## config.mk

```make
export PLATFORM = sky130hd
export DESIGN_NAME = llsc_resv_monitor
export DESIGN_NICKNAME = d
export VERILOG_FILES = /design/src/rtl/llsc_pkg.sv /design/src/rtl/llsc_tag_cmp.sv /design/src/rtl/llsc_resv_reg.sv /design/src/rtl/llsc_result_stage.sv /design/src/rtl/llsc_resv_monitor.sv
export SDC_FILE = /design/constraint.sdc
export NUM_CORES = 1
export LEC_CHECK = 0
export BUFFER_PORTS_ARGS = -buffer_cell sky130_fd_sc_hd__buf_2
export CAP_MARGIN = 10
export CORE_MARGIN = 2
export CORE_UTILIZATION = 53
export CTS_BUF_LIST = sky130_fd_sc_hd__clkbuf_4
export DETAILED_ROUTE_END_ITERATION = 16
export PLACE_DENSITY = 0.88
export SYNTH_ARGS = -nofsm -noshare
export SYNTH_HDL_FRONTEND = slang
export SYNTH_SLANG_ARGS = --single-unit
```

## constraint.sdc

```tcl
create_clock -name clk -period 3.7 [get_ports clk]
set_clock_uncertainty 0.05 [all_clocks]
set_input_delay 0.37 -clock clk [delete_from_list [all_inputs] [get_ports clk]]
set_output_delay 0.37 -clock clk [all_outputs]
set_load 0.05 [all_outputs]
```

## src/rtl/llsc_pkg.sv

```systemverilog
// Shared types for the reservation monitor.
// Assumes a 2-bit operation code driven by the issue stage.
package llsc_pkg;

    typedef enum logic [1:0] {
        OP_LOAD  = 2'b00,
        OP_LL    = 2'b01,
        OP_SC    = 2'b10,
        OP_STORE = 2'b11
    } llsc_op_e;

endpackage

```

## src/rtl/llsc_tag_cmp.sv

```systemverilog
// Equality comparator for two granule tags.
// Each bit is compared on its own, and the results are AND-reduced.
// Assumes both tags are already stripped of their low granule bits.
module llsc_tag_cmp #(
    parameter int TAG_W = 28
) (
    input  logic [TAG_W-1:0] tag_a,
    input  logic [TAG_W-1:0] tag_b,
    output logic             same
);

    logic [TAG_W-1:0] bit_eq;

    // per-bit equality, one comparator per tag bit
    for (genvar g = 0; g < TAG_W; g++) begin : g_bit
        assign bit_eq[g] = ~(tag_a[g] ^ tag_b[g]);
    end

    // all bits must agree
    assign same = &bit_eq;

endmodule

```

## src/rtl/llsc_resv_reg.sv

```systemverilog
// Holds the reservation flag and the tag of the reserved granule.
// Assumes a load-locked and a store-conditional never arrive in the same cycle,
// because the issue port carries one operation per cycle.
module llsc_resv_reg #(
    parameter int TAG_W = 28
) (
    input  logic             clk,
    input  logic             rst_n,
    input  logic             ll_fire,
    input  logic             ll_mem,
    input  logic [TAG_W-1:0] ll_tag,
    input  logic             sc_fire,
    input  logic             snoop_hit,
    output logic             resv_vld,
    output logic [TAG_W-1:0] resv_tag
);

    // arm on load-locked; drop on store-conditional or a remote hit
    always_ff @(posedge clk) begin
        if (!rst_n) begin
            resv_vld <= 1'b0;
            resv_tag <= '0;
        end else if (ll_fire) begin
            resv_vld <= ll_mem;
            resv_tag <= ll_tag;
        end else if (sc_fire || snoop_hit) begin
            resv_vld <= 1'b0;
        end
    end

endmodule

```

## src/rtl/llsc_result_stage.sv

```systemverilog
// Registers the store-conditional verdict and presents it one cycle later.
// Assumes pass_now is only meaningful while sc_fire is high.
module llsc_result_stage (
    input  logic clk,
    input  logic rst_n,
    input  logic sc_fire,
    input  logic pass_now,
    output logic sc_done,
    output logic sc_pass
);

    // capture strobe and verdict
    always_ff @(posedge clk) begin
        if (!rst_n) begin
            sc_done <= 1'b0;
            sc_pass <= 1'b0;
        end else begin
            sc_done <= sc_fire;
            sc_pass <= sc_fire & pass_now;
        end
    end

endmodule

```

## src/rtl/llsc_resv_monitor.sv

```systemverilog
// Reservation monitor for load-locked / store-conditional on one processor.
// Decodes the issue port, compares granule tags for local and snooped
// addresses, keeps the reservation, and reports the store-conditional result
// one cycle after acceptance.
// Assumes: at most one issued operation per cycle; snoops never carry this
// processor's own writes.
module llsc_resv_monitor #(
    parameter int ADDR_W   = 32,
    parameter int GRAN_LSB = 4
) (
    input  logic              clk,
    input  logic              rst_n,
    input  logic              iss_valid,
    input  logic [1:0]        iss_op,
    input  logic [ADDR_W-1:0] iss_addr,
    input  logic              iss_memlike,
    input  logic              snp_valid,
    input  logic [ADDR_W-1:0] snp_addr,
    output logic              sc_done,
    output logic              sc_pass
);
    import llsc_pkg::*;

    localparam int TAG_W = ADDR_W - GRAN_LSB;

    llsc_op_e         op;
    logic             ll_fire;
    logic             sc_fire;
    logic [TAG_W-1:0] iss_tag;
    logic [TAG_W-1:0] snp_tag;
    logic             resv_vld;
    logic [TAG_W-1:0] resv_tag;
    logic             iss_same;
    logic             snp_same;
    logic             snoop_hit;
    logic             pass_now;

    // decode the issued operation
    always_comb begin
        op      = llsc_op_e'(iss_op);
        ll_fire = iss_valid && (op == OP_LL);
        sc_fire = iss_valid && (op == OP_SC);
    end

    assign iss_tag = iss_addr[ADDR_W-1:GRAN_LSB];
    assign snp_tag = snp_addr[ADDR_W-1:GRAN_LSB];

    llsc_tag_cmp #(.TAG_W(TAG_W)) u_iss_cmp (
        .tag_a (iss_tag),
        .tag_b (resv_tag),
        .same  (iss_same)
    );

    llsc_tag_cmp #(.TAG_W(TAG_W)) u_snp_cmp (
        .tag_a (snp_tag),
        .tag_b (resv_tag),
        .same  (snp_same)
    );

    // a remote write into the live granule; it wins over a same-cycle SC
    always_comb begin
        snoop_hit = snp_valid && resv_vld && snp_same;
        pass_now  = resv_vld && iss_same && !snoop_hit;
    end

    llsc_resv_reg #(.TAG_W(TAG_W)) u_resv (
        .clk       (clk),
        .rst_n     (rst_n),
        .ll_fire   (ll_fire),
        .ll_mem    (iss_memlike),
        .ll_tag    (iss_tag),
        .sc_fire   (sc_fire),
        .snoop_hit (snoop_hit),
        .resv_vld  (resv_vld),
        .resv_tag  (resv_tag)
    );

    llsc_result_stage u_result (
        .clk      (clk),
        .rst_n    (rst_n),
        .sc_fire  (sc_fire),
        .pass_now (pass_now),
        .sc_done  (sc_done),
        .sc_pass  (sc_pass)
    );

    AST_DONE_AFTER_SC: assert property (@(posedge clk) disable iff (!rst_n)
        (iss_valid && iss_op == 2'b10) |=> sc_done);
    AST_NO_STRAY_DONE: assert property (@(posedge clk) disable iff (!rst_n)
        !(iss_valid && iss_op == 2'b10) |=> !sc_done);
    AST_PASS_NEEDS_RESV: assert property (@(posedge clk) disable iff (!rst_n)
        (iss_valid && iss_op == 2'b10 && !resv_vld) |=> !sc_pass);
    AST_SC_CONSUMES: assert property (@(posedge clk) disable iff (!rst_n)
        (iss_valid && iss_op == 2'b10) |=> !resv_vld);
    AST_SNOOP_CANCELS: assert property (@(posedge clk) disable iff (!rst_n)
        (snp_valid && resv_vld && snp_same && !ll_fire) |=> !resv_vld);
    AST_COLLIDE_FAILS: assert property (@(posedge clk) disable iff (!rst_n)
        (sc_fire && snp_valid && snp_tag == iss_tag) |=> !sc_pass);
    AST_NONMEM_NO_RESV: assert property (@(posedge clk) disable iff (!rst_n)
        (ll_fire && !iss_memlike) |=> !resv_vld);
    AST_PLAIN_KEEPS: assert property (@(posedge clk) disable iff (!rst_n)
        (resv_vld && !snp_valid && iss_valid && iss_op[0] == iss_op[1])
        |=> (resv_vld && $stable(resv_tag)));

endmodule

```

==> Yosys cells after proc, flatten, opt, wreduce, memory -nomap -nowiden <==
Index checks and enable logic that the tools add are counted.
{ "classes": {"n_eq_ne": 2, "n_mux": 2, "n_bitwise": 113, "reduce_logical": 11} }
{ "ops": {"columns": ["operator", "count"], "rows": [
  ["1-bit inverter", 56],
  ["28-bit AND reduction", 2],
  ["1-bit XOR", 56],
  ["1-bit logical AND", 6],
  ["2-bit by 1-bit == test with 1-bit output, second input constant", 1],
  ["2-bit == test, second input constant", 1],
  ["1-bit 2-to-1 mux", 2],
  ["2-bit nonzero test", 1],
  ["1-bit AND", 1],
  ["1-bit logical NOT", 1],
  ["1-bit logical OR", 1]
]} }
{ "word_totals": {"ff_bits": 31, "input_bits": 71} }

==> Longest topological paths before layout <==
Gate-level depths: netlist of run 1.
{ "logic_depth": {"word_depth": 7, "depth_mapped": 6, "ltp_nobuf": 5} }

==> Modules after synthesis <==
From an unflattened synthesis of run 1, not the netlist that was laid out.
{ "unflattened": {"cells_unflattened": 178, "hier_area_um2": 1795.5} }
{ "modules_own_cells": {"columns": ["mod", "instances", "cells_per_inst", "area_per_inst_um2", "seq_area_each_um2"], "rows": [
  ["llsc_resv_reg", 1, 94, 1096.1, 580.6],
  ["llsc_tag_cmp", 2, 37, 307.8, 0.0],
  ["llsc_result_stage", 1, 4, 52.6, 40.0],
  ["llsc_resv_monitor", 1, 6, 31.3, 0.0]
]} }

==> Worst setup path after synthesis of run 1 <==
No wires, ideal clock.
{ "synth_path": {"path_type": "in2reg", "start": "input port snp_addr[11]", "end": "register u_resv.resv_vld", "arrival_time_ps": 1390, "required_ps": 3518, "slack_ps": 2128, "cell_stages": 5, "n_path_buf": 0, "path_cell_list": "xnor2_1 nand4_1 or4_1 o211ai_1 a31oi_1"} }
{ "synth_via": {"elab_chain_len": 6} }
{ "synth_rtl": {"columns": ["item", "line", "rtl"], "rows": [
  ["start, declared", "llsc_resv_monitor.sv:18", "input logic [ADDR_W-1:0] snp_addr,"],
  ["1-bit XOR", "llsc_tag_cmp.sv:16", "assign bit_eq[g] = ~(tag_a[g] ^ tag_b[g]);"],
  ["1-bit inverter", "llsc_tag_cmp.sv:16", null],
  ["28-bit AND reduction", "llsc_tag_cmp.sv:20", "assign same = &bit_eq;"],
  ["1-bit logical AND", "llsc_resv_monitor.sv:62", "snoop_hit = snp_valid && resv_vld && snp_same;"],
  ["1-bit logical OR", "llsc_resv_reg.sv:26", "end else if (sc_fire || snoop_hit) begin"],
  ["2-bit nonzero test (no line)", null, null],
  ["end signal, assigned", "llsc_resv_reg.sv:24", "resv_vld <= ll_mem;"],
  ["end, declared", "llsc_resv_reg.sv:14", "output logic resv_vld,"]
]} }
Every way passes these cells.
A chain may end at the register's enable or synchronous reset.

==> Worst setup path after layout of run 1 <==
{ "layout_path": {"start": "register u_resv.resv_tag[3]", "end": "register u_resv.resv_vld"} }
{ "layout_via": {"elab_chain_len": 6} }
{ "layout_rtl": {"columns": ["item", "line", "rtl"], "rows": [
  ["start, declared", "llsc_resv_reg.sv:15", "output logic [TAG_W-1:0] resv_tag"],
  ["start signal, assigned", "llsc_resv_reg.sv:25", "resv_tag <= ll_tag;"],
  ["1-bit XOR", "llsc_tag_cmp.sv:16", null],
  ["1-bit inverter", "llsc_tag_cmp.sv:16", null],
  ["28-bit AND reduction", "llsc_tag_cmp.sv:20", null],
  ["1-bit logical AND", "llsc_resv_monitor.sv:62", null],
  ["1-bit logical OR", "llsc_resv_reg.sv:26", null],
  ["2-bit nonzero test (no line)", null, null]
]} }
Every way passes these cells.

==> impl_summary.txt, run 1 <==
----------------------------------------------------
[Outcome]
  Result of the run ... completed

[GRT]
  Largest net degree at the start of global routing ... 30
  Number of global-route vias before repair ... 1468
  Overflow after GRT ... 0
  Antenna violations before repair ... 0
  First-pass GRT wire length ... 6310 µm
  Total GRT Usage ... 23.9%

[Clocking]
  Total clock buffers created by CTS ... 5
  Worst-skew pair later-pin latency ... 330 ps
  CTS tree ... built
  Clock-pin slew of the registers on the worst-case setup and hold paths ... 100 ps
  CTS Sinks ... 31
  Cts hold-fix bufs ... 0
  Number of buffers between clock root and the deepest sink ... 2
  CTS root buf ... sky130_fd_sc_hd__clkbuf_4
  Post-cts repair resize count ... 0
  H-tree level count ... 2
  Number of setup buffers added after CTS ... 0

[STA]
  Worst hold slack after final layout ... 224 ps
  Final count of negative-setup-slack endpoints ... 0
  Max Clock Freq ... 566 MHz
  Headroom to the max-slew limit ... 35.6%
  Final critical-path setup slack ... 1930 ps
  Number of failing hold endpoints at the final stage ... 0
  Total negative slack ... 0 ps
  Worst Tran Pin Value ... 965 ps
  Crit path time final ... 1770 ps
  Number of max-slew violations in the final report ... 0
  Setup repair after global routing missed its margin ... no
  Final cycle utilization of the critical path ... 47.8%

[Route]
  Total iterations of the first detailed-routing run ... 4
  Average vias per placed instance ... 5.00
  DRC ... 0
  Post-detailed-routing wire length ... 4020 µm
  Number of vias in the routed layout ... 1610
  Number of antenna-violating nets in the routed design ... 0
  Average routed wire per standard cell ... 12.5 µm
  Initial drt markers ... 103

[Synthesis]
  Sequential cell area fraction in the yosys report ... 36.6%
  Post-synthesis sequential element count ... 31
  Mapped Avg Cell Area ... 7.97 µm²
  Synthesized cell area ... 1700 µm²
  Main area contributors after synthesis ... sky130_fd_sc_hd__dfxtp_1 37%, sky130_fd_sc_hd__xor2_1 20%, sky130_fd_sc_hd__nand2_1 13%, sky130_fd_sc_hd__xnor2_1 8.8%, sky130_fd_sc_hd__a21oi_1 8.3%
  Fraction of post-synthesis cell area in the top cell type by area ... 36.6%
  Yosys top cell by area ... sky130_fd_sc_hd__dfxtp_1
  Number of distinct library cell variants in the gate-level netlist after synthesis ... 20
  Total nets after synthesis ... 284
  Warnings, synthesis ... 0
  Post-synthesis instance total ... 213

[Critical path]
  Required arrival time at the worst endpoint ... 3830 ps
  Arrival time worst endpoint ... 1900 ps
  Largest driver fanout on the critical path ... 3
  Critical setup path kind ... register to register
  Worst Setup Start Kind ... register
  Critical path capture point type ... register

[Final layout]
  Filler cell count ... 274
  Area taken by flip-flops and latches ... 621 µm²
  Non-filler cells, final ... 322
  Area of the multi-input gates ... 1040 µm²
  Fraction of final layout cells sized beyond drive strength 1 ... 27.0%
  Most used cells in the layout excluding fill and tap cells ... 64 x sky130_fd_sc_hd__buf_2, 59 x sky130_fd_sc_hd__nand2_1, 39 x sky130_fd_sc_hd__xor2_1
  Inserted Diodes ... 0
  Synthesis-to-finish area growth ... 23.9%
  Final core occ ... 68.9%
  Commonest non-fill, non-tap cell in the layout ... sky130_fd_sc_hd__buf_2
  Nets ... 348

[Floorplan]
  Die H ... 60.6 µm
  Die outline width ... 60.6 µm
  Die Outline Area ... 3670 µm²
  Standard-cell rows ... 20
  Ports placed on the boundary ... 73
  Placeable Area ... 3050 µm²
  Starting utilization of the core area ... 55.6%

[Job]
  Reported max-cap violation count ... 0

[Power]
  Peak supply drop ... 0.193 mV
  Power per cell area ... 315 nW/µm²
  Leakage power of the design ... 0.931 nW

[Placement]
  Port Buffer Count ... 64
  Pre-CTS worst setup slack ... 1830 ps
  Placed wire-length estimate ... 3080 µm
  Number of placed instances with taps included ... 314
  Last weighted congestion value of the routability-driven placer ... 0.868

[Worst hold path]
  Classification of the worst-slack hold path ... input pin to register

----------------------------------------------------
==> sequential cells by signal, summed over array words and instances, names as in the netlist <==
register,cells
u_resv.resv_tag,28
u_result.sc_done,1
u_result.sc_pass,1
u_resv.resv_vld,1
==> power by group <==
| group | leakage (nW) | internal (mW) | total [mW] | switching, mW |
|---|---|---|---|---|
| sequential | 0.252 | 0.344 | 0.355 | 0.0108 |
| clock | 0.0347 | 0.0705 | 0.188 | 0.117 |
| combinational | 0.645 | 0.0580 | 0.119 | 0.0612 |
| total | 0.931 | 0.473 | 0.662 | 0.189 |
==> cells by family (layout without fill, tap and decap cells) <==
group,count (synthesis),after routing,share of synthesized area [%]
XOR/XNOR,56,56,28.9
AO/OA/AOI/OAI,32,32,9.80
flip-flops,31,31,36.6
AND/OR/NAND/NOR,85,85,22.8
buffers and inverters,9,74,1.99
==> metal layers <==
layer / wire length (µm) / part of all wire (%) / track usage [%] / up-vias
met5: 0 / 0 / 0 / -
met4: 95 / 2.4 / 10.6 / 0
met3: 293 / 7.3 / 7.25 / 9
met2: 1910 / 47 / 36.9 / 61
met1: 1720 / 43 / 31.0 / 706
li1: - / - / - / 834
==> layout make-up <==
type                            instances  area share [%]
Sequential cell                        31            29.5
Multi-Input combinational cell        173            49.6
Clock inverter                          3           0.714
Timing Repair Buffer                   65            15.6
Clock buffer                            5            1.78
Inverter                                1           0.178
Tap cell                               44            2.62
==> worst max-delay path, stage by stage (launching register included) <==
cell                       delay, ps
sky130_fd_sc_hd__dfxtp_1         350
sky130_fd_sc_hd__xnor2_1         210
sky130_fd_sc_hd__nand4_1         110
sky130_fd_sc_hd__or4_1           590
sky130_fd_sc_hd__o211ai_1        200
sky130_fd_sc_hd__a31oi_1         100
==> per-stage QoR <==
step / power, mW / cell area [µm²]
after detailed placement: 0.482 / 2050
final: 0.662 / 2100
after floorplan: 0.423 / 1700
after CTS: 0.666 / 2100
after global routing: 0.705 / 2100
after global placement: 0.479 / 2050
==> cells in the mapped netlist <==
cell type / number
sky130_fd_sc_hd__a21oi_1: 28
sky130_fd_sc_hd__a31oi_1: 1
sky130_fd_sc_hd__and4b_1: 1
sky130_fd_sc_hd__clkbuf_1: 8
sky130_fd_sc_hd__dfxtp_1: 31
sky130_fd_sc_hd__inv_1: 1
sky130_fd_sc_hd__nand2_1: 59
sky130_fd_sc_hd__nand3_1: 2
sky130_fd_sc_hd__nand4_1: 6
sky130_fd_sc_hd__nand4b_1: 1
sky130_fd_sc_hd__nor2_1: 3
sky130_fd_sc_hd__nor3_1: 2
sky130_fd_sc_hd__nor4_1: 7
sky130_fd_sc_hd__nor4_2: 1
sky130_fd_sc_hd__o211ai_1: 2
sky130_fd_sc_hd__o21ai_0: 1
sky130_fd_sc_hd__or2_2: 1
sky130_fd_sc_hd__or4_1: 2
sky130_fd_sc_hd__xnor2_1: 17
sky130_fd_sc_hd__xor2_1: 39
==> path summary, 6_finish.rpt <==
check / to / startpoint / cells past startpoint / slack (ps)
worst min-delay path: u_resv.resv_tag[13]$_SDFFE_PN0P_ / iss_addr[17] / 3 / 220
worst max-delay path: u_resv.resv_vld$_SDFFE_PN0P_ / u_resv.resv_tag[3]$_SDFFE_PN0P_ / 5 / 1930
worst max register to register: u_resv.resv_vld$_SDFFE_PN0P_ / u_resv.resv_tag[3]$_SDFFE_PN0P_ / 5 / 1930
worst min register to register: u_resv.resv_tag[9]$_SDFFE_PN0P_ / u_resv.resv_tag[9]$_SDFFE_PN0P_ / 2 / 450
(Power assumes the default switching activity.)
==> inputs of run 2 (changes only) <==
- CORE_UTILIZATION: 53 -> 49
- PLACE_DENSITY: 0.88 -> 0.82
- clock period: 3.7 -> 1.79 ns (I/O delays scaled with it)
==> run 2 against run 1 <==
Wire length grew 1.1%. First-iteration DRC count grew 6.8%. Largest power group unchanged. Utilization shrank 5.4 points. Setup slack lost 1800 ps. Die area grew 7.6%. Count of clock-buffer cells in the layout is the same. Hold slack lost 200 ps. Register-to-register slack lost 1800 ps. Global-route usage shrank 1.5 points. Fmax grew 5.4%. Critical path type unchanged. Largest cell class unchanged. Cell count grew 0.62%.
==> impl_summary.txt, run 2 (synthesized netlist as in run 1, its figures left out) <==
----------------------------------------------------
[Clocking]
  CTS root buf ... sky130_fd_sc_hd__clkbuf_4
  Cts hold-fix bufs ... 0 (unchanged)
  Number of setup buffers added after CTS ... 0 (unchanged)
  CTS tree ... built
  CTS Sinks ... 31 (unchanged)
  H-tree level count ... 2 (unchanged)
  Worst-skew pair later-pin latency ... 340 ps (about the same)
  Total clock buffers created by CTS ... 5 (unchanged)
  Number of buffers between clock root and the deepest sink ... 2 (unchanged)
  Clock-pin slew of the registers on the worst-case setup and hold paths ... 90 ps (about the same)
  Post-cts repair resize count ... 0 (unchanged)

[STA]
  Total negative slack ... 0 ps (unchanged)
  Max Clock Freq ... 596 MHz (+5.4%)
  Setup repair after global routing missed its margin ... no
  Crit path time final ... 1680 ps (-90.6 ps)
  Number of failing hold endpoints at the final stage ... 0 (unchanged)
  Final cycle utilization of the critical path ... 93.7% (+46 points)
  Final count of negative-setup-slack endpoints ... 0 (unchanged)
  Number of max-slew violations in the final report ... 0 (unchanged)
  Worst Tran Pin Value ... 548 ps (-417 ps)
  Headroom to the max-slew limit ... 63.5% (+28 points)

[Route]
  Initial drt markers ... 110 (+6.8%)
  Average vias per placed instance ... 4.98 (-0.49%)
  Average routed wire per standard cell ... 12.5 µm (+0.47%)
  Total iterations of the first detailed-routing run ... 4 (unchanged)
  Post-detailed-routing wire length ... 4060 µm (+1.1%)
  Number of antenna-violating nets in the routed design ... 0 (unchanged)
  DRC ... 0 (unchanged)
  Number of vias in the routed layout ... 1612 (+0.12%)

[Final layout]
  Fraction of final layout cells sized beyond drive strength 1 ... 28.1% (+1.1 points)
  Max reg flops ... 28 (unchanged)
  Register with the highest flop count ... u_resv.resv_tag
  Nets ... 349 (+0.29%)
  Most used cells in the layout excluding fill and tap cells ... 64 x sky130_fd_sc_hd__buf_2, 59 x sky130_fd_sc_hd__nand2_1, 39 x sky130_fd_sc_hd__xor2_1
  Final core occ ... 63.5% (-5.4 points)
  Synthesis-to-finish area growth ... 24.8%
  Inserted Diodes ... 0 (unchanged)
  Commonest non-fill, non-tap cell in the layout ... sky130_fd_sc_hd__buf_2

[Placement]
  Last weighted congestion value of the routability-driven placer ... 0.819 (-5.7%)
  Placed wire-length estimate ... 2990 µm (-3.0%)
  Port Buffer Count ... 64 (unchanged)

[Critical path]
  FF-to-FF Start ... u_resv.resv_tag[0]$_SDFFE_PN0P_
  Required arrival time at the worst endpoint ... 1970 ps (-1860 ps)
  Largest driver fanout on the critical path ... 3 (unchanged)
  Critical setup path kind ... register to register
  Worst Setup Start Kind ... register
  Origin of the worst setup path ... u_resv.resv_tag[0]$_SDFFE_PN0P_
  Arrival time worst endpoint ... 1860 ps (-40 ps)
  Critical path capture point type ... register

[Floorplan]
  Starting utilization of the core area ... 50.9% (-4.7 points)
  Die H ... 62.9 µm (+3.7%)
  Die outline width ... 62.9 µm (+3.7%)
  Placeable Area ... 3340 µm² (+9.3%)
  Die Outline Area ... 3950 µm² (+7.6%)
  Ports placed on the boundary ... 73 (unchanged)
  Standard-cell rows ... 21 (+5.0%)

[GRT]
  Total GRT Usage ... 22.4% (-1.5 points)
  Met3 GRT Util ... 6.31% (-0.94 points)
  Overflow after GRT ... 0 (unchanged)
  Met1 Usage GRT ... 29.6% (-1.3 points)
  Antenna violations before repair ... 0 (unchanged)
  First-pass GRT wire length ... 6780 µm (+7.4%)
  GR met2 Demand/Resource ... 34.3% (-2.6 points)
  Number of global-route vias before repair ... 1506 (+2.6%)
  Global route hottest layer ... met2
  Largest net degree at the start of global routing ... 30 (unchanged)

[Power]
  Leakage power of the design ... 0.936 nW (+0.52%)
  Power per cell area ... 647 nW/µm² (+110%)
  Peak supply drop ... 0.439 mV (+130%)

[Worst hold path]
  Launch point of the worst hold path ... iss_addr[28]
  Classification of the worst-slack hold path ... input pin to register

[Outcome]
  Result of the run ... completed

[Job]
  Reported max-cap violation count ... 0 (unchanged)

----------------------------------------------------
==> run 2: path summary, 6_finish.rpt <==
check,endpoint,slack (ps),depth (start not counted)
worst min register to register,u_resv.resv_tag[7]$_SDFFE_PN0P_,430,2
worst max register to register,u_resv.resv_vld$_SDFFE_PN0P_,110,5
worst max-delay path,u_resv.resv_vld$_SDFFE_PN0P_,110,5
worst min-delay path,u_resv.resv_tag[24]$_SDFFE_PN0P_,20,3
==> run 2: metal layers <==
metal	up-vias	wire length, µm
li1	836	-
met2	59	1860
met3	4	284
met1	713	1870
met4	0	40
met5	-	0
==> run 2: worst max-delay path: stages (launching register included) <==
cell and delay [ps]:
sky130_fd_sc_hd__dfxtp_1 350, sky130_fd_sc_hd__xnor2_1 200, sky130_fd_sc_hd__nand4_1 100, sky130_fd_sc_hd__or4_1 550, sky130_fd_sc_hd__o211ai_1 210, sky130_fd_sc_hd__a31oi_1 100
==> run 2: through the flow <==
stage / worst slack [ps] / instance area [µm²] / hold slack, ps / std cells / power (mW)
2_1_floorplan: 231 / 1700 / 265 / 213 / 0.875
3_3_place_gp: 149 / 2060 / 388 / 317 / 0.992
3_5_place_dp: 104 / 2060 / 392 / 317 / 0.996
4_1_cts: 86.6 / 2110 / 21.7 / 324 / 1.37
5_1_grt: 8.29 / 2120 / 26.1 / 324 / 1.45
6_report: 113 / 2120 / 21.1 / 324 / 1.37
==> run 2: power breakdown <==
part | internal [mW] | switching [mW]
Sequential | 0.712 | 0.0223
Combinational | 0.122 | 0.127
Clock | 0.139 | 0.248
==> run 2: area by class of cell <==
| class | instances | area, µm² |
|---|---|---|
| tap | 46 | 57.6 |
| inverter | 1 | 3.75 |
| clock buffer | 5 | 37.5 |
| sequential | 31 | 624 |
| timing repair buffer | 66 | 335 |
| fill | 323 | 1220 |
| clock inverter | 2 | 8.76 |
| multi-input combinational | 173 | 1050 |
==> inputs of run 3 (changes only) <==
- ABC_AREA: not set -> 1
- CAP_MARGIN: 10 -> 40
- CORE_MARGIN: 2 -> not set
- CORE_UTILIZATION: 49 -> 52
==> run 3 against run 2 <==
Critical path type unchanged. Die area increased by 11%. Register-to-register slack better by 270 ps. Cell count up 48%. Non-clock buffer count is the same. Area after synthesis rose by 27%. Count of clock-buffer cells in the layout grew 2. Synthesized cell count increased by 70%. Total power up 15%. Global-route usage rose by 8.6 points. Wire length grew 51%. Via count grew 48%. Largest cell class unchanged. Fmax increased by 19%.
==> impl_summary.txt, run 3 <==
----------------------------------------------------
[Final layout]
  Inserted Diodes ... 0 (unchanged)
  Final Cell Area ... 2540 µm² (+20%)
  Filler cell count ... 394 (+22%)
  Most used cells in the layout excluding fill and tap cells ... 110 x sky130_fd_sc_hd__nand2_1, 64 x sky130_fd_sc_hd__buf_2, 63 x sky130_fd_sc_hd__inv_1
  Register with the highest flop count ... u_resv.resv_tag
  Max reg flops ... 28 (unchanged)
  Nets ... 498 (+43%)
  Fraction of final layout cells sized beyond drive strength 1 ... 18.7% (-9.4 points)
  Synthesis-to-finish area growth ... 18.4%
  Commonest non-fill, non-tap cell in the layout ... sky130_fd_sc_hd__nand2_1

[Synthesis]
  Warnings, synthesis ... 0 (unchanged)
  Dominant cell by count in the synthesized netlist ... sky130_fd_sc_hd__nand2_1
  Fraction of post-synthesis cell area in the top cell type by area ... 28.9% (-7.7 points)
  Most instantiated cells after synthesis ... 110 x sky130_fd_sc_hd__nand2_1, 63 x sky130_fd_sc_hd__inv_1, 35 x sky130_fd_sc_hd__o21ai_0, 31 x sky130_fd_sc_hd__dfxtp_1, 30 x sky130_fd_sc_hd__nor2_1
  Count of flip-flops with a built-in enable after synthesis ... 0 (unchanged)
  Post-synthesis instance total ... 363 (+70%)
  Yosys top cell by area ... sky130_fd_sc_hd__dfxtp_1
  Mapped Avg Cell Area ... 5.92 µm² (-26%)
  Synth Flop Type ... sky130_fd_sc_hd__dfxtp_1
  Post-synthesis sequential element count ... 31 (unchanged)
  Sequential cell area fraction in the yosys report ... 28.9% (-7.7 points)
  FFs w/ async S/R, synth ... 0% (unchanged)
  Synthesized cell area ... 2150 µm² (+27%)
  Number of distinct library cell variants in the gate-level netlist after synthesis ... 25 (+25%)
  Main area contributors after synthesis ... sky130_fd_sc_hd__dfxtp_1 29%, sky130_fd_sc_hd__nand2_1 19%, sky130_fd_sc_hd__inv_1 11%, sky130_fd_sc_hd__o21ai_0 8.1%, sky130_fd_sc_hd__a21oi_1 6.1%
  Total nets after synthesis ... 434 (+53%)

[Power]
  Internal power of the cells ... 1.07 mW (+9.5%)
  Flop pwr share ... 47.4% (-6.2 points)
  Logic pwr share ... 24.8% (+6.6 points)
  Leakage power of the design ... 1.33 nW (+42%)
  Peak supply drop ... 0.508 mV (+16%)
  Power per cell area ... 621 nW/µm² (-3.9%)
  Switching Share ... 32.6% (+3.6 points)
  Net load switching power ... 0.516 mW (+30%)
  Post-layout total power ... 1.58 mW (+15%)
  Portion of total power attributed to the clock network ... 27.8% (-0.4 points)

[GRT]
  GR met2 Demand/Resource ... 49.9% (+16 points)
  First-pass GRT wire length ... 10200 µm (+50%)
  Total GRT Usage ... 31.0% (+8.6 points)
  Overflow after GRT ... 0 (unchanged)
  Global route hottest layer ... met2
  Met1 Usage GRT ... 42.2% (+13 points)
  Largest net degree at the start of global routing ... 49 (+63%)
  Number of global-route vias before repair ... 2221 (+47%)
  Met3 GRT Util ... 4.14% (-2.2 points)
  Antenna violations before repair ... 0 (unchanged)

[Clocking]
  Total clock buffers created by CTS ... 5 (unchanged)
  Clock-pin slew of the registers on the worst-case setup and hold paths ... 110 ps (+20 ps)
  Number of setup buffers added after CTS ... 0 (unchanged)
  Post-cts repair resize count ... 0 (unchanged)
  CTS Sinks ... 31 (unchanged)
  Worst-skew pair later-pin latency ... 330 ps (about the same)
  CTS root buf ... sky130_fd_sc_hd__clkbuf_4
  H-tree level count ... 2 (unchanged)
  Cts hold-fix bufs ... 0 (unchanged)
  CTS tree ... built
  Number of buffers between clock root and the deepest sink ... 2 (unchanged)

[Placement]
  Placed wire-length estimate ... 4880 µm (+63%)
  Last weighted congestion value of the routability-driven placer ... 0.884 (+8.0%)
  Placed inst area ... 2490 µm² (+21%)
  Port Buffer Count ... 64 (unchanged)

[Critical path]
  Largest driver fanout on the critical path ... 5 (+2)
  Worst Setup Start Kind ... register
  Critical path capture point type ... register
  Required arrival time at the worst endpoint ... 2000 ps (+30 ps)
  Origin of the worst setup path ... u_resv.resv_tag[12]$_SDFFE_PN0P_
  FF-to-FF Start ... u_resv.resv_tag[12]$_SDFFE_PN0P_
  Critical setup path kind ... register to register
  Arrival time worst endpoint ... 1620 ps (-240 ps)

[STA]
  Setup repair after global routing missed its margin ... no
  Number of max-slew violations in the final report ... 0 (unchanged)
  Crit path time final ... 1410 ps (-269 ps)
  Final count of negative-setup-slack endpoints ... 0 (unchanged)
  Final cycle utilization of the critical path ... 78.7% (-15 points)
  Max Clock Freq ... 710 MHz (+19%)
  Headroom to the max-slew limit ... 51.5% (-12 points)
  Worst hold slack after final layout ... 44.8 ps (+23.7 ps)
  Number of failing hold endpoints at the final stage ... 0 (unchanged)
  Worst Tran Pin Value ... 727 ps (+179 ps)
  Total negative slack ... 0 ps (unchanged)

[Route]
  Average vias per placed instance ... 4.98 (+0.12%)
  DRC ... 0 (unchanged)
  Number of antenna-violating nets in the routed design ... 0 (unchanged)
  Post-detailed-routing wire length ... 6130 µm (+51%)
  Total iterations of the first detailed-routing run ... 4 (unchanged)
  Average routed wire per standard cell ... 12.8 µm (+2.3%)
  Number of vias in the routed layout ... 2381 (+48%)
  Initial drt markers ... 158 (+44%)

[Floorplan]
  Starting utilization of the core area ... 54.1% (+3.2 points)
  Die outline width ... 66.3 µm (+5.5%)
  Standard-cell rows ... 23 (+9.5%)
  Placeable Area ... 3970 µm² (+19%)
  Die H ... 66.3 µm (+5.5%)
  Ports placed on the boundary ... 73 (unchanged)
  Die Outline Area ... 4400 µm² (+11%)

[Job]
  Reported max-cap violation count ... 0 (unchanged)

[Worst hold path]
  Launch point of the worst hold path ... rst_n
  Classification of the worst-slack hold path ... input pin to register

[Outcome]
  Result of the run ... completed

----------------------------------------------------
-- run 3: changes by cell type in the layout (fill, tap and decap cells not counted), moves of 8 or more --
cell	before	now
sky130_fd_sc_hd__xor2_1	39	6
sky130_fd_sc_hd__inv_1	1	63
sky130_fd_sc_hd__nand3_1	2	10
sky130_fd_sc_hd__nand2_1	59	110
sky130_fd_sc_hd__o21ai_0	1	35
sky130_fd_sc_hd__nor2_1	3	30
-- run 3: worst max-delay path, cell delays in order, from the launching register on --
cell and delay, ps:
sky130_fd_sc_hd__dfxtp_1 390, sky130_fd_sc_hd__inv_2 90, sky130_fd_sc_hd__nand2_1 90, sky130_fd_sc_hd__o21ai_1 60, sky130_fd_sc_hd__nand3b_1 200, sky130_fd_sc_hd__nor2_1 180, sky130_fd_sc_hd__nand2_1 60, sky130_fd_sc_hd__nor2_1 80
sky130_fd_sc_hd__nand2_1 60, sky130_fd_sc_hd__nor2_1 100
-- run 3: power groups by stage --
| stage | logic, mW | registers [mW] | clock network (mW) |
|---|---|---|---|
| after global routing | 0.444 | 0.754 | 0.463 |
| after CTS | 0.388 | 0.748 | 0.438 |
| after floorplan | 0.237 | 0.761 | 0 |
| after global placement | 0.380 | 0.763 | 0 |
| final | 0.392 | 0.749 | 0.440 |
| after detailed placement | 0.385 | 0.764 | 0 |
-- run 3: path summary, 6_finish.rpt --
check / slack (ps) / cells after the start / to
hold / removal: 40 / 3 / u_resv.resv_vld$_SDFFE_PN0P_
setup reg to reg: 380 / 9 / u_result.sc_pass$_SDFF_PN0_
setup / recovery: 380 / 9 / u_result.sc_pass$_SDFF_PN0_
hold reg to reg: 460 / 2 / u_resv.resv_tag[1]$_SDFFE_PN0P_
-- run 3: stage by stage --
stage | setup WS, ps | util (%) | instances
2_1_floorplan | 695 | - | 363
3_3_place_gp | 352 | 62.6 | 470
3_5_place_dp | 314 | 62.6 | 470
4_1_cts | 414 | 64.1 | 478
5_1_grt | 218 | 64.1 | 478
6_report | 381 | 64.1 | 478
-- run 3: metal layers --
layer  share of wire, %  routed length (µm)
met1                 47                2910
met2                 45                2780
met3                5.6                 342
met4                1.6                  99
met5                  0                   0
-- run 3: logic make-up (layout without fill, tap and decap cells) --
logic type | after synthesis | count (layout) | share of synthesized area (%)
compound gates | 76 | 76 | 19.1
simple gates | 166 | 166 | 31.3
flops | 31 | 31 | 28.9
xor+xnor | 16 | 16 | 6.52
buf+inv | 74 | 139 | 14.1
-- run 3: cell type report --
| class | instances | area [µm²] | area share, % |
|---|---|---|---|
| clock buffer | 7 | 52.6 | 2.06 |
| clock inverter | 1 | 5.00 | 0.197 |
| inverter | 65 | 244 | 9.59 |
| multi-input combinational | 258 | 1220 | 48.1 |
| sequential | 31 | 621 | 24.4 |
| tap | 50 | 62.6 | 2.46 |
| timing repair buffer | 66 | 335 | 13.2 |
